File: config.mk
export PLATFORM = sky130hd
export DESIGN_NAME = irq_sequencer
export DESIGN_NICKNAME = d
export VERILOG_FILES = /design/src/rtl/irq_seq_pkg.sv /design/src/rtl/irq_prio_pick.sv /design/src/rtl/irq_wake_logic.sv /design/src/rtl/irq_entry_fsm.sv /design/src/rtl/irq_sequencer.sv
export SDC_FILE = /design/constraint.sdc
export NUM_CORES = 1
export LEC_CHECK = 0
export ABC_CLOCK_PERIOD_IN_PS = 1900
export BUFFER_PORTS_ARGS = -buffer_cell sky130_fd_sc_hd__buf_2
export CELL_PAD_IN_SITES_DETAIL_PLACEMENT = 1
export CELL_PAD_IN_SITES_GLOBAL_PLACEMENT = 2
export CORE_UTILIZATION = 22
export DETAILED_ROUTE_END_ITERATION = 10
export GPL_TIMING_DRIVEN = 0
export PLACE_DENSITY_LB_ADDON = 0.1
export SLEW_MARGIN = 20
export SYNTH_ARGS = -nofsm -noshare
export SYNTH_HDL_FRONTEND = slang
export SYNTH_HIERARCHICAL = 1
export SYNTH_SLANG_ARGS = --single-unit
File: constraint.sdc
create_clock -name clk -period 1.9 [get_ports clk]
set_input_delay 0.095 -clock clk [delete_from_list [all_inputs] [get_ports clk]]
set_output_delay 0.095 -clock clk [all_outputs]
set_load 0.02 [all_outputs]
File: src/rtl/irq_seq_pkg.sv
package irq_seq_pkg;

  typedef enum logic [1:0] {
    SEQ_IDLE = 2'd0,
    SEQ_PUSH = 2'd1,
    SEQ_VEC  = 2'd2
  } seq_state_t;

  typedef enum logic [2:0] {
    CTX_PCL = 3'd0,
    CTX_PCH = 3'd1,
    CTX_X   = 3'd2,
    CTX_A   = 3'd3,
    CTX_CC  = 3'd4
  } ctx_reg_t;

  localparam int unsigned CTX_COUNT = 5;

  typedef enum logic [1:0] {
    PWR_RUN  = 2'd0,
    PWR_WAIT = 2'd1,
    PWR_HALT = 2'd2
  } pwr_mode_t;

endpackage

File: src/rtl/irq_prio_pick.sv
module irq_prio_pick #(
  parameter int unsigned NUM_SRC = 8,
  parameter int unsigned SRC_W   = $clog2(NUM_SRC + 1)
) (
  input  logic [NUM_SRC-1:0] req_i,
  input  logic               trap_i,
  output logic               any_o,
  output logic [SRC_W-1:0]   src_o
);

  localparam logic [SRC_W-1:0] TRAP_IDX = SRC_W'(NUM_SRC);

  // Lowest index has priority: a chain of "nothing below me" terms.
  logic [NUM_SRC:0] none_below;
  logic [NUM_SRC-1:0] grant;

  assign none_below[0] = 1'b1;

  for (genvar g = 0; g < NUM_SRC; g++) begin : g_chain
    assign grant[g]          = req_i[g] & none_below[g];
    assign none_below[g + 1] = none_below[g] & ~req_i[g];
  end

  always_comb begin
    src_o = '0;
    for (int i = 0; i < NUM_SRC; i++) begin
      if (grant[i]) src_o = SRC_W'(i);
    end
    if (trap_i) src_o = TRAP_IDX;
  end

  assign any_o = trap_i | ~none_below[NUM_SRC];

endmodule

File: src/rtl/irq_wake_logic.sv
module irq_wake_logic
  import irq_seq_pkg::*;
#(
  parameter int unsigned          NUM_SRC        = 8,
  parameter logic [NUM_SRC-1:0]   HALT_WAKE_MASK = 8'h0F
) (
  input  logic [NUM_SRC-1:0] req_i,
  input  logic [1:0]         pwr_mode_i,
  output logic               wake_o
);

  logic [NUM_SRC-1:0] halt_ok;

  for (genvar g = 0; g < NUM_SRC; g++) begin : g_halt
    if (HALT_WAKE_MASK[g]) begin : g_cap
      assign halt_ok[g] = req_i[g];
    end else begin : g_nocap
      assign halt_ok[g] = 1'b0;
    end
  end

  always_comb begin
    unique case (pwr_mode_i)
      PWR_WAIT: wake_o = |req_i;
      PWR_HALT: wake_o = |halt_ok;
      default:  wake_o = 1'b0;
    endcase
  end

endmodule

File: src/rtl/irq_entry_fsm.sv
module irq_entry_fsm
  import irq_seq_pkg::*;
#(
  parameter int unsigned NUM_SRC  = 8,
  parameter int unsigned SRC_W    = $clog2(NUM_SRC + 1),
  parameter int unsigned VEC_W    = 16,
  parameter int unsigned VEC_BASE = 'hFFE0,
  parameter int unsigned VEC_STEP = 2
) (
  input  logic             clk,
  input  logic             rst_n,
  input  logic             insn_end_i,
  input  logic             pick_any_i,
  input  logic [SRC_W-1:0] pick_src_i,
  input  logic             iret_i,
  input  logic             mask_wr_i,
  input  logic             mask_d_i,
  input  logic             push_ready_i,
  output logic             take_o,
  output logic             mask_o,
  output logic             push_valid_o,
  output logic [2:0]       push_sel_o,
  output logic             vec_load_o,
  output logic [VEC_W-1:0] vec_addr_o
);

  localparam logic [VEC_W-1:0] BASE_V = VEC_W'(VEC_BASE);
  localparam logic [VEC_W-1:0] STEP_V = VEC_W'(VEC_STEP);
  localparam logic [2:0]       LAST_CTX = 3'(CTX_COUNT - 1);

  seq_state_t       state_q;
  logic [2:0]       ctx_q;
  logic [SRC_W-1:0] src_q;

  assign take_o       = (state_q == SEQ_IDLE) && insn_end_i && pick_any_i;
  assign push_valid_o = (state_q == SEQ_PUSH);
  assign push_sel_o   = ctx_q;
  assign vec_load_o   = (state_q == SEQ_VEC);
  assign vec_addr_o   = BASE_V + STEP_V * VEC_W'(src_q);

  always_ff @(posedge clk) begin
    if (!rst_n) begin
      state_q <= SEQ_IDLE;
      ctx_q   <= 3'(CTX_PCL);
      src_q   <= '0;
    end else begin
      unique case (state_q)
        SEQ_IDLE: begin
          if (take_o) begin
            state_q <= SEQ_PUSH;
            ctx_q   <= 3'(CTX_PCL);
            src_q   <= pick_src_i;
          end
        end
        SEQ_PUSH: begin
          if (push_ready_i) begin
            if (ctx_q == LAST_CTX) state_q <= SEQ_VEC;
            else                   ctx_q   <= ctx_q + 3'd1;
          end
        end
        default: state_q <= SEQ_IDLE;
      endcase
    end
  end

  // Mask: entry wins, then return, then software write.
  always_ff @(posedge clk) begin
    if (!rst_n)         mask_o <= 1'b1;
    else if (take_o)    mask_o <= 1'b1;
    else if (iret_i)    mask_o <= 1'b0;
    else if (mask_wr_i) mask_o <= mask_d_i;
  end

  AST_MASK_AFTER_TAKE: assert property (@(posedge clk) disable iff (!rst_n)
    take_o |=> mask_o);

  AST_PUSH_STALL_HOLD: assert property (@(posedge clk) disable iff (!rst_n)
    (push_valid_o && !push_ready_i) |=> (push_valid_o && $stable(push_sel_o)));

  AST_PUSH_ADVANCE: assert property (@(posedge clk) disable iff (!rst_n)
    (push_valid_o && push_ready_i && push_sel_o != LAST_CTX)
      |=> (push_valid_o && push_sel_o == $past(push_sel_o) + 3'd1));

  AST_VEC_AFTER_CC: assert property (@(posedge clk) disable iff (!rst_n)
    (push_valid_o && push_ready_i && push_sel_o == LAST_CTX) |=> vec_load_o);

  AST_IRET_CLEARS: assert property (@(posedge clk) disable iff (!rst_n)
    (iret_i && !take_o) |=> !mask_o);

  AST_NO_TAKE_IN_SEQ: assert property (@(posedge clk) disable iff (!rst_n)
    (push_valid_o || vec_load_o) |-> !take_o);

endmodule

File: src/rtl/irq_sequencer.sv
module irq_sequencer
  import irq_seq_pkg::*;
#(
  parameter int unsigned        NUM_SRC        = 8,
  parameter int unsigned        SRC_W          = $clog2(NUM_SRC + 1),
  parameter int unsigned        VEC_W          = 16,
  parameter int unsigned        VEC_BASE       = 'hFFE0,
  parameter int unsigned        VEC_STEP       = 2,
  parameter logic [NUM_SRC-1:0] HALT_WAKE_MASK = 8'h0F
) (
  input  logic               clk,
  input  logic               rst_n,
  input  logic [NUM_SRC-1:0] irq_req_i,
  input  logic               trap_i,
  input  logic               insn_end_i,
  input  logic               iret_i,
  input  logic               mask_wr_i,
  input  logic               mask_d_i,
  input  logic [1:0]         pwr_mode_i,
  input  logic               push_ready_i,
  output logic               take_o,
  output logic [SRC_W-1:0]   take_src_o,
  output logic               push_valid_o,
  output logic [2:0]         push_sel_o,
  output logic               vec_load_o,
  output logic [VEC_W-1:0]   vec_addr_o,
  output logic               mask_o,
  output logic               wake_o
);

  localparam logic [SRC_W-1:0] TRAP_IDX = SRC_W'(NUM_SRC);

  logic               trap_pend_q;
  logic               trap_any;
  logic [NUM_SRC-1:0] eligible;
  logic               pick_any;

  assign trap_any = trap_i | trap_pend_q;
  assign eligible = mask_o ? '0 : irq_req_i;

  // A trap strobe seen outside a boundary waits here until taken.
  always_ff @(posedge clk) begin
    if (!rst_n)                                trap_pend_q <= 1'b0;
    else if (take_o && take_src_o == TRAP_IDX) trap_pend_q <= 1'b0;
    else if (trap_i)                           trap_pend_q <= 1'b1;
  end

  irq_prio_pick #(
    .NUM_SRC (NUM_SRC),
    .SRC_W   (SRC_W)
  ) u_pick (
    .req_i  (eligible),
    .trap_i (trap_any),
    .any_o  (pick_any),
    .src_o  (take_src_o)
  );

  irq_entry_fsm #(
    .NUM_SRC  (NUM_SRC),
    .SRC_W    (SRC_W),
    .VEC_W    (VEC_W),
    .VEC_BASE (VEC_BASE),
    .VEC_STEP (VEC_STEP)
  ) u_fsm (
    .clk          (clk),
    .rst_n        (rst_n),
    .insn_end_i   (insn_end_i),
    .pick_any_i   (pick_any),
    .pick_src_i   (take_src_o),
    .iret_i       (iret_i),
    .mask_wr_i    (mask_wr_i),
    .mask_d_i     (mask_d_i),
    .push_ready_i (push_ready_i),
    .take_o       (take_o),
    .mask_o       (mask_o),
    .push_valid_o (push_valid_o),
    .push_sel_o   (push_sel_o),
    .vec_load_o   (vec_load_o),
    .vec_addr_o   (vec_addr_o)
  );

  irq_wake_logic #(
    .NUM_SRC        (NUM_SRC),
    .HALT_WAKE_MASK (HALT_WAKE_MASK)
  ) u_wake (
    .req_i      (irq_req_i),
    .pwr_mode_i (pwr_mode_i),
    .wake_o     (wake_o)
  );

  logic [NUM_SRC-1:0] take_hot;
  assign take_hot = NUM_SRC'(1) << take_src_o;

  AST_MASKED_NO_TAKE: assert property (@(posedge clk) disable iff (!rst_n)
    (take_o && take_src_o != TRAP_IDX) |-> (!mask_o && (irq_req_i & take_hot) != '0));

  AST_TRAP_FIRST: assert property (@(posedge clk) disable iff (!rst_n)
    (take_o && trap_any) |-> (take_src_o == TRAP_IDX));

  AST_PICK_LOWEST: assert property (@(posedge clk) disable iff (!rst_n)
    (take_o && !trap_any) |-> ((irq_req_i & (take_hot - NUM_SRC'(1))) == '0));

  AST_TAKE_ON_BOUNDARY: assert property (@(posedge clk) disable iff (!rst_n)
    take_o |-> insn_end_i);

  AST_RUN_NO_WAKE: assert property (@(posedge clk) disable iff (!rst_n)
    (pwr_mode_i == PWR_RUN) |-> !wake_o);

endmodule

==> results of run 1 <==
==> cells in the final DEF, fill, tap and decap left out <==
master and instances:
sky130_fd_sc_hd__dfxtp_1 10, sky130_fd_sc_hd__nor2b_1 9, sky130_fd_sc_hd__buf_2 33, sky130_fd_sc_hd__nor2_1 6, sky130_fd_sc_hd__or4_4 1, sky130_fd_sc_hd__nand4b_1 1
sky130_fd_sc_hd__nand2_2 1, sky130_fd_sc_hd__nor3_1 2, sky130_fd_sc_hd__a221oi_2 1, sky130_fd_sc_hd__clkbuf_8 3, sky130_fd_sc_hd__nor4_4 2, sky130_fd_sc_hd__conb_1 12
sky130_fd_sc_hd__a31oi_1 2, sky130_fd_sc_hd__or2_1 1, sky130_fd_sc_hd__nand3_1 4, sky130_fd_sc_hd__nor3_2 1, sky130_fd_sc_hd__and2b_1 1, sky130_fd_sc_hd__nor2b_2 1
sky130_fd_sc_hd__clkinv_4 1, sky130_fd_sc_hd__or3_4 1, sky130_fd_sc_hd__buf_4 15, sky130_fd_sc_hd__a311oi_2 1, sky130_fd_sc_hd__o21ai_2 1, sky130_fd_sc_hd__nand4_1 1
sky130_fd_sc_hd__or4_1 1, sky130_fd_sc_hd__inv_1 6, sky130_fd_sc_hd__ha_1 4, sky130_fd_sc_hd__and3b_1 1, sky130_fd_sc_hd__a21oi_1 9, sky130_fd_sc_hd__o211ai_1 1
sky130_fd_sc_hd__o21ai_0 4, sky130_fd_sc_hd__dfxtp_4 1, sky130_fd_sc_hd__clkinv_1 1, sky130_fd_sc_hd__nand4bb_1 1, sky130_fd_sc_hd__nand2_1 11, sky130_fd_sc_hd__clkbuf_1 1
sky130_fd_sc_hd__mux2i_1 1, sky130_fd_sc_hd__buf_6 1, sky130_fd_sc_hd__nand3b_1 2
==> final cells by class <==
cell class                      instances  share of cell area (%)
Buffer                                 14                    9.12
Clock buffer                            4                    3.77
Inverter                                8                    2.94
Multi-Input combinational cell         84                    45.3
Sequential cell                        11                    18.8
Tap cell                               48                    5.03
Timing Repair Buffer                   35                    15.1
==> Yosys cell counts <==
library cell / n
sky130_fd_sc_hd__nand4b_1: 1
sky130_fd_sc_hd__nor2b_1: 10
sky130_fd_sc_hd__nor3_1: 2
sky130_fd_sc_hd__nand3b_1: 2
sky130_fd_sc_hd__nand2_2: 1
sky130_fd_sc_hd__nand4bb_1: 1
sky130_fd_sc_hd__o21ai_2: 1
sky130_fd_sc_hd__nand4_1: 1
sky130_fd_sc_hd__and3b_1: 1
sky130_fd_sc_hd__nand2_1: 11
sky130_fd_sc_hd__o211ai_1: 1
sky130_fd_sc_hd__or4_1: 1
sky130_fd_sc_hd__a31oi_1: 2
sky130_fd_sc_hd__buf_4: 13
sky130_fd_sc_hd__a221oi_2: 1
sky130_fd_sc_hd__buf_6: 1
sky130_fd_sc_hd__a311oi_2: 1
sky130_fd_sc_hd__dfxtp_1: 11
sky130_fd_sc_hd__nand3_1: 4
sky130_fd_sc_hd__clkinv_1: 1
sky130_fd_sc_hd__mux2i_1: 1
sky130_fd_sc_hd__and2b_1: 1
sky130_fd_sc_hd__or3_4: 1
sky130_fd_sc_hd__o21ai_0: 4
sky130_fd_sc_hd__nor4_1: 1
sky130_fd_sc_hd__ha_1: 4
sky130_fd_sc_hd__nor4_2: 1
sky130_fd_sc_hd__inv_1: 6
sky130_fd_sc_hd__or2_1: 1
sky130_fd_sc_hd__nor3_2: 1
sky130_fd_sc_hd__conb_1: 2
sky130_fd_sc_hd__nor2_1: 6
sky130_fd_sc_hd__clkinv_4: 1
sky130_fd_sc_hd__a21oi_1: 9
sky130_fd_sc_hd__or4_4: 1
==> worst paths after layout <==
path | cells past startpoint | end | slack [ns] | start
worst max-delay path | 4 | take_src_o[1] | 0.05 | trap_pend_q$_SDFFE_PP0P_
worst min-delay path | 2 | u_fsm/mask_o$_SDFFE_PP1P_ | 0.06 | iret_i
worst max register to register | 6 | trap_pend_q$_SDFFE_PP0P_ | 0.23 | trap_pend_q$_SDFFE_PP0P_
worst min register to register | 2 | u_fsm/src_q[0]$_SDFFE_PN0P_ | 0.45 | u_fsm/src_q[0]$_SDFFE_PN0P_
==> cell families (layout without fill, tap and decap cells) <==
kind of cell             Yosys count  count (layout)
AND/OR/NAND/NOR                   48              48
buffers and inverters             22              61
AO/OA/AOI/OAI                     19              19
flip-flops                        11              11
adder cells (fa/ha/maj)            4               4
other                              2              12
multiplexers                       1               1
==> per-layer routing <==
layer	GRT usage [%]	part of all wire [%]	vias up
li1	-	-	438
met1	14.4	45	389
met2	20.6	49	26
met3	1.43	3.9	4
met4	7.67	1.9	0
met5	0	0	-
==> state kept, by name (all words and copies together) (netlist names) <==
name	cells
u_fsm/src_q	4
u_fsm/push_sel_o	3
u_fsm/state_q	2
trap_pend_q	1
u_fsm/mask_o	1
==> stage by stage <==
step	TNS (ns)	utilization (%)	hold slack, ns	total power, mW
6_report	0	32.6	0.0587	0.745
5_1_grt	-0.0544	32.6	0.0888	0.794
4_1_cts	0	32.3	0.0566	0.759
3_5_place_dp	0	30.6	0.313	0.507
3_3_place_gp	0	30.6	0.309	0.502
2_1_floorplan	0	-	0.184	0.437
==> timing repair <==
item	4_1_cts	5_1_grt
resized for setup	1	2
setup buffers	1	1
endpoints found under the setup margin	1	3
endpoints found under the hold margin	0	0
pin swaps	1	0
==> worst reg2reg max path, stage by stage (launching register included) <==
cell and delay (ns):
sky130_fd_sc_hd__dfxtp_1 0.30, sky130_fd_sc_hd__or2_1 0.27, sky130_fd_sc_hd__or3_4 0.41, sky130_fd_sc_hd__nor4_4 0.26, sky130_fd_sc_hd__buf_4 0.17, sky130_fd_sc_hd__nor3_2 0.03, sky130_fd_sc_hd__a31oi_1 0.16
==> power groups by stage <==
stage / Sequential (mW) / Combinational [mW] / Clock (mW)
floorplan: 0.271 / 0.166 / 0
global placement: 0.264 / 0.238 / 0
detailed placement: 0.265 / 0.241 / 0
CTS: 0.261 / 0.251 / 0.247
global route: 0.264 / 0.277 / 0.253
finish: 0.260 / 0.251 / 0.234
==> summary by stage, run 1 <==
Routing
The number of DRC violations after detailed-routing iteration 0 is 9. The routed wire length per instance is 10.8 um. The remaining routing DRC violations is 0.

The number of routed nets with antenna violations is 0. The final route contains 857 vias. Using the TritonRoute via totals, the vias-per-cell ratio works out to between 4 and 5. Summed over all layers, the routed wires come to 2.21 mm. The first detailed-routing pass ran for 3 iterations.

Clock network
The clock latency at the later pin of the worst-skew pair is 0.24 ns. The clock net in this run drives a total of 11 sinks. The number of clock buffers added by TritonCTS is 3. CTS built an H-tree with a depth of 1. The clock tree from TritonCTS is yes. The number of hold buffers added after CTS was 0.

The clock transition at the registers of the reported paths is 0.05 ns. Counting along the longest clock path gives a buffer depth of 2. In this run the clock root is driven by a sky130_fd_sc_hd__clkbuf_8.

Worst setup path
For the worst setup path, the data required time is 1.80 ns. The worst-path cell with the longest stage delay is sky130_fd_sc_hd__or3_4. Traced cell by cell, the critical path runs through or2_1, or3_4, a21oi_1, buf_2. The top fanout value on the critical path is 3. The number of buffers and inverters on the critical path is 1. The cell family contributing the most delay on the critical path is simple AND/OR/NAND/NOR gates. The category of the critical setup timing path is flop to primary output. STA classifies the critical path endpoint as a primary output. In this design, the stage delay of the slowest critical-path cell is ~0.41 ns. Data arrives at the worst endpoint at 1.75 ns. The worst setup path is launched from a flop.

STA
The final critical-path setup slack is 0.0539 ns. Based on the critical path, the design can be clocked at up to 542 MHz. The time the final worst path needs with I/O delays and setup is between 1.5 and 2 ns.

The number of endpoints with negative hold slack in the final report is 0. Between clock sinks in the finished design, the worst skew comes to 0.00405 ns. Setup violations remaining at the end of the flow were counted as 0. Setup repair after global routing could not meet its margin everywhere.

The ratio of final minimum period to clock period is a little over nine tenths. The max-slew violation total from the final report came to 0.

Logic synthesis
The flip-flop and latch count after synthesis is 11. After synthesis the cells add up to 841 um2. The per-instance average area after synthesis is 7.86 um2.

Summing the areas of all compound-gate instances in the mapped netlist gives 14.7% of the synthesized area. The adder-cell area share of the yosys netlist is under 10%. After Yosys synthesis, and, or, nand and nor cells account for between 30% and 40% of the synthesized area.

By area the synthesized netlist is led by sky130_fd_sc_hd__dfxtp_1, sky130_fd_sc_hd__buf_4, sky130_fd_sc_hd__nor2b_1. The synthesized design devotes to its leading area cell type a little over a quarter of total area. The leading area contributor after synthesis is sky130_fd_sc_hd__dfxtp_1.

The multiplexer fraction of the synthesized cell area is 1.19%. After synthesis, flip-flops and latches occupy 26.2% of the total area. The parity-gate share of the synthesized area counting xor and xnor cells is 0%. The post-synthesis instance total is 107.

Yosys mapped the design onto 35 distinct sky130hd cell types. The largest family of logic cells by synthesized area is simple AND/OR/NAND/NOR gates. The total of warnings raised by yosys is 6.

Die
The die is 63.8 um wide. The core region is 0.00366 mm2. The die footprint is 0.00407 mm2. 46 I/O pins were placed. Row generation in the floorplan step produced 22 rows. The effective utilization at floorplan is 23.0%.

Measured along the y axis, the die boundary spans 63.8 um.

Global routing
The number of antenna violations at the first check in global routing was 0. Global routing used 12.1% of the available tracks. The first global-routing pass estimated 3.84 mm of wire. The total overflow left after global routing is 0. The number of global-route vias before repair is 866. Entering global routing, the biggest net connects 11 pins.

Finish
The post-layout net count is 179. The repair_antennas step left the layout with diodes totalling 0. Once layout is complete, the cells apart from fillers number 204. The area growth from synthesis to final layout is 42.0%. The layout has 461 filler cells.

The ratio of cells with drive above 1 in the final layout is 41.0%. The area of all placed cells without fillers is 0.00119 mm2. The area occupied by registers is 224 um2.

The area of the multi-input gates is between 500 and 600 um2.

Place
Once placement completed, the tool counted placed cells totaling 198. After legalization and detailed placement, the total HPWL measured 1.84 mm. At the placement stage, the worst setup path has a slack of 0.0211 ns. The instance area at placement is 0.00112 mm2. The count of buffers from port buffering is 33. The final RePlAce weighted congestion is between 0.7 and 0.8.

Power
The static leakage is 0.541 nW. Per report_power, the sequential group accounts for 34.9% of the total. Cell internal power was estimated by the tool at 0.497 mW. In this run the power spent charging and discharging nets is 0.249 mW. The combinational power share is between 30% and 40%. The clock network fraction of design power is between 30% and 40%.

The power per cell area is approximately 620 mW/mm2. The share of total power consumed by net switching is between 30% and 40%. The maximum VDD drop is 172 uV.

Min path
The class of the tightest hold or removal check is primary input to flop.

Job
The total of max-cap violations is 0.

Status
The run finished with clean final reports.
Note: power is estimated with default switching activity, not from simulation.
==> run 2, diff against run 1 <==
ABC_CLOCK_PERIOD_IN_PS = 2400   (was 1900)
CORE_UTILIZATION = 24   (was 22)
clock period = 2.4 ns   (was 1.9 ns; I/O delays follow)
==> summary by stage, run 2 (same netlist as run 1, synthesis figures left out) <==
Clock network
The number of buffers added to fix hold violations after cts was 0 (unchanged). The maximum level of the CTS H-tree is 1 (unchanged). The tree is rooted in a sky130_fd_sc_hd__clkbuf_4. The total of cells resized after clock tree synthesis is 0 (-1). The clock latency at the later pin of the worst-skew pair is 0.27 ns (+0.03 ns).

The number of clock sinks is 11 (unchanged). The clock transition at the registers of the reported paths is 0.07 ns (+0.02 ns). The worst-case clock buffer depth is 2 (unchanged). The post-CTS repair timing setup buffer count is 0 (-1). The clock tree from TritonCTS is yes. The total clock buffers created by CTS is 3 (unchanged).

Min path
The class of the tightest hold or removal check is primary input to flop. The cell depth of the worst min-delay path is 2 (unchanged). The origin of the worst min-delay path is iret_i. The hold-critical path endpoint is u_fsm/mask_o$_SDFFE_PP1P_.

Finish
The number of fill cells is 439 (-4.8%). The area growth from synthesis to final layout is 34.8%. The post-layout net count came to 177 (-1.1%). The ratio of cells with drive above 1 in the final layout was 39.0% (-2.1 points). The final core area utilization is 34.0% (+1.4 points).

The count of inserted antenna diode cells is 0 (unchanged). Leaving out fill and tap cells, the most frequent cell in the layout is sky130_fd_sc_hd__buf_2. In the layout the commonest cells are sky130_fd_sc_hd__buf_2, sky130_fd_sc_hd__buf_4, sky130_fd_sc_hd__conb_1, sky130_fd_sc_hd__dfxtp_1, sky130_fd_sc_hd__nand2_1.

The area of all placed cells without fillers is 0.00113 mm2 (-5.0%). The flip-flop count of the largest register, all copies and words added is 4 (unchanged). The register with the most flip-flops in the final layout is u_fsm/src_q. The count of non-filler cells in the finished layout was 200 (-2.0%).

Global routing
The wire length of the first global-routing pass was 3.19 mm (-17%). The aggregate global-route resource usage is 11.7% (-0.43 points). The number of antenna violations at the first check in global routing was 0 (unchanged). The largest net degree at the start of global routing is 11 (unchanged). The number of global-route vias before repair is 732 (-15%). The total overflow reported by the global router is 0 (unchanged).

Place
The count of buffers from port buffering is 33 (unchanged). The number of placed instances, taps included was 196 (-1.0%). The final RePlAce weighted congestion is 0.745 (+6.2%).

The worst slack at placement is 0.402 ns (+0.381 ns). The instance area at placement is 0.00110 mm2 (-1.7%). The half-perimeter wire length after detailed placement was 1.70 mm (-7.3%).

STA
The final count of negative-setup-slack endpoints is 0 (unchanged). The post-route clock skew is 0.00474 ns (+0.000694 ns). The number of endpoints with negative hold slack in the final report is 0 (unchanged). Of the available clock period, the critical path in the final layout requires between 80% and 90%. The worst hold slack is 0.0703 ns (+0.0116 ns). The final critical-path setup slack is 0.304 ns (+0.250 ns). Timing would allow up to about 480 MHz. Setup repair after global routing left no endpoint under its margin.

The max-slew violation total from the final report is 0 (unchanged). The time the final worst path needs with I/O delays and setup is 2.10 ns. The sum of negative setup slack is 0 ns (unchanged).

Power
The share of total power consumed by net switching is 36.1% (+2.7 points). The power dissipated by switching net loads is 0.188 mW (-25%). The cell internal power dissipation is 0.332 mW (-33%). The sequential power share is 39.4% (+4.5 points). The maximum VDD drop came to 95.8 uV (-44%). The total power of the final layout came to 0.520 mW (-30%). The clock network fraction of design power came to 24.9% (-6.5 points). The power per cell area is 458 mW/mm2 (-27%). The static leakage was 0.518 nW (-4.3%). The combinational power share was 35.7% (+2.0 points).

Worst setup path
The arrival time of data at the critical path endpoint is 1.98 ns (+0.23 ns). The worst setup path is launched from a flop. The endpoint of the lowest-slack register-to-register path is u_fsm/push_sel_o[2]$_SDFFE_PN0P_. The endpoint type of the worst setup path is a primary output.

The slack of the worst reg-to-reg path is 0.53 ns (+0.30 ns). The startpoint of the worst register-to-register path is u_fsm/mask_o$_SDFFE_PP1P_. The data required time of the critical path is 2.28 ns (+0.48 ns). The cell depth of the worst flop-to-flop path is 8 (+2). The top fanout value on the critical path is 10 (+7).

The category of the critical setup timing path is flop to primary output.

Die
The effective utilization at floorplan was 25.2% (+2.2 points). The height of the die was 61.2 um (-4.1%). The count of pins on the block boundary is 46 (unchanged). The die footprint is 0.00374 mm2 (-8.1%). The floorplan core area was 0.00334 mm2 (-8.9%). The width of the chip came to 61.2 um (-4.1%).

The site row count is 21 (-4.5%).

Routing
The remaining routing DRC violations came to 0 (unchanged). The routed wire length per instance is 10.4 um (-4.0%). The number of DRC violations after detailed-routing iteration 0 came to 11 (+2). The vias after detailed routing is 862 (+0.58%). The per-cell via count in the routed design is 4.31 (+2.6%).

The number of routed nets with antenna violations was 0 (unchanged). The final routed wirelength across all metal layers was 2.08 mm (-5.9%). The number of search-and-repair iterations in the first detailed-routing pass was 4 (+1).

Status
The flow ran to the end, and the final reports show no timing, DRC or antenna violations.

Job
The total of max-cap violations is 0 (unchanged).
## run 2: cell count changes in the layout (fill, tap and decap cells not counted), sizes merged
| cell | before | now |
|---|---|---|
| buf | 49 | 47 |
## run 2: power groups by stage
stage	sequential (mW)	clock, mW	combinational [mW]
global route	0.207	0.141	0.205
finish	0.205	0.130	0.185
global placement	0.209	0	0.182
floorplan	0.214	0	0.126
CTS	0.205	0.138	0.185
detailed placement	0.210	0	0.184
## run 2: layer usage
layer  share of wire (%)  global-route usage, %  vias to the layer above
li1                    -                      -                      438
met1                  46                   14.6                      398
met2                  49                   20.3                       26
met3                 5.1                   1.47                        0
met4                   0                   4.87                        0
met5                   0                      0                        -
## run 2: layout make-up
| type | count | area, um2 | area share, % |
|---|---|---|---|
| sequential | 11 | 220 | 19.4 |
| timing repair buffer | 33 | 165 | 14.6 |
| buffer | 14 | 109 | 9.60 |
| clock buffer | 4 | 26.3 | 2.32 |
| tap | 46 | 57.6 | 5.08 |
| inverter | 8 | 35.0 | 3.09 |
| multi-input combinational | 84 | 520 | 45.9 |
## run 2: worst max path at each step
stage | start | slack (ns) | cells past startpoint | end
2_1_floorplan | u_fsm/mask_o$_SDFFE_PP1P_ | 0.50 | 5 | trap_pend_q$_SDFFE_PP0P_
3_3_place_gp | u_fsm/mask_o$_SDFFE_PP1P_ | 0.41 | 8 | u_fsm/push_sel_o[2]$_SDFFE_PN0P_
3_5_place_dp | u_fsm/mask_o$_SDFFE_PP1P_ | 0.40 | 8 | u_fsm/push_sel_o[2]$_SDFFE_PN0P_
4_1_cts | u_fsm/mask_o$_SDFFE_PP1P_ | 0.15 | 7 | take_o
5_1_grt | u_fsm/mask_o$_SDFFE_PP1P_ | 0.07 | 7 | take_o
6_report | u_fsm/mask_o$_SDFFE_PP1P_ | 0.30 | 7 | take_o
## run 2: critical path, stage by stage, from the launching register on
cell	delay, ns
sky130_fd_sc_hd__dfxtp_1	0.51
sky130_fd_sc_hd__nor2b_1	0.14
sky130_fd_sc_hd__nor4_2	0.38
sky130_fd_sc_hd__nand4b_1	0.14
sky130_fd_sc_hd__nand4bb_1	0.13
sky130_fd_sc_hd__buf_6	0.15
sky130_fd_sc_hd__clkinv_4	0.09
sky130_fd_sc_hd__buf_2	0.17
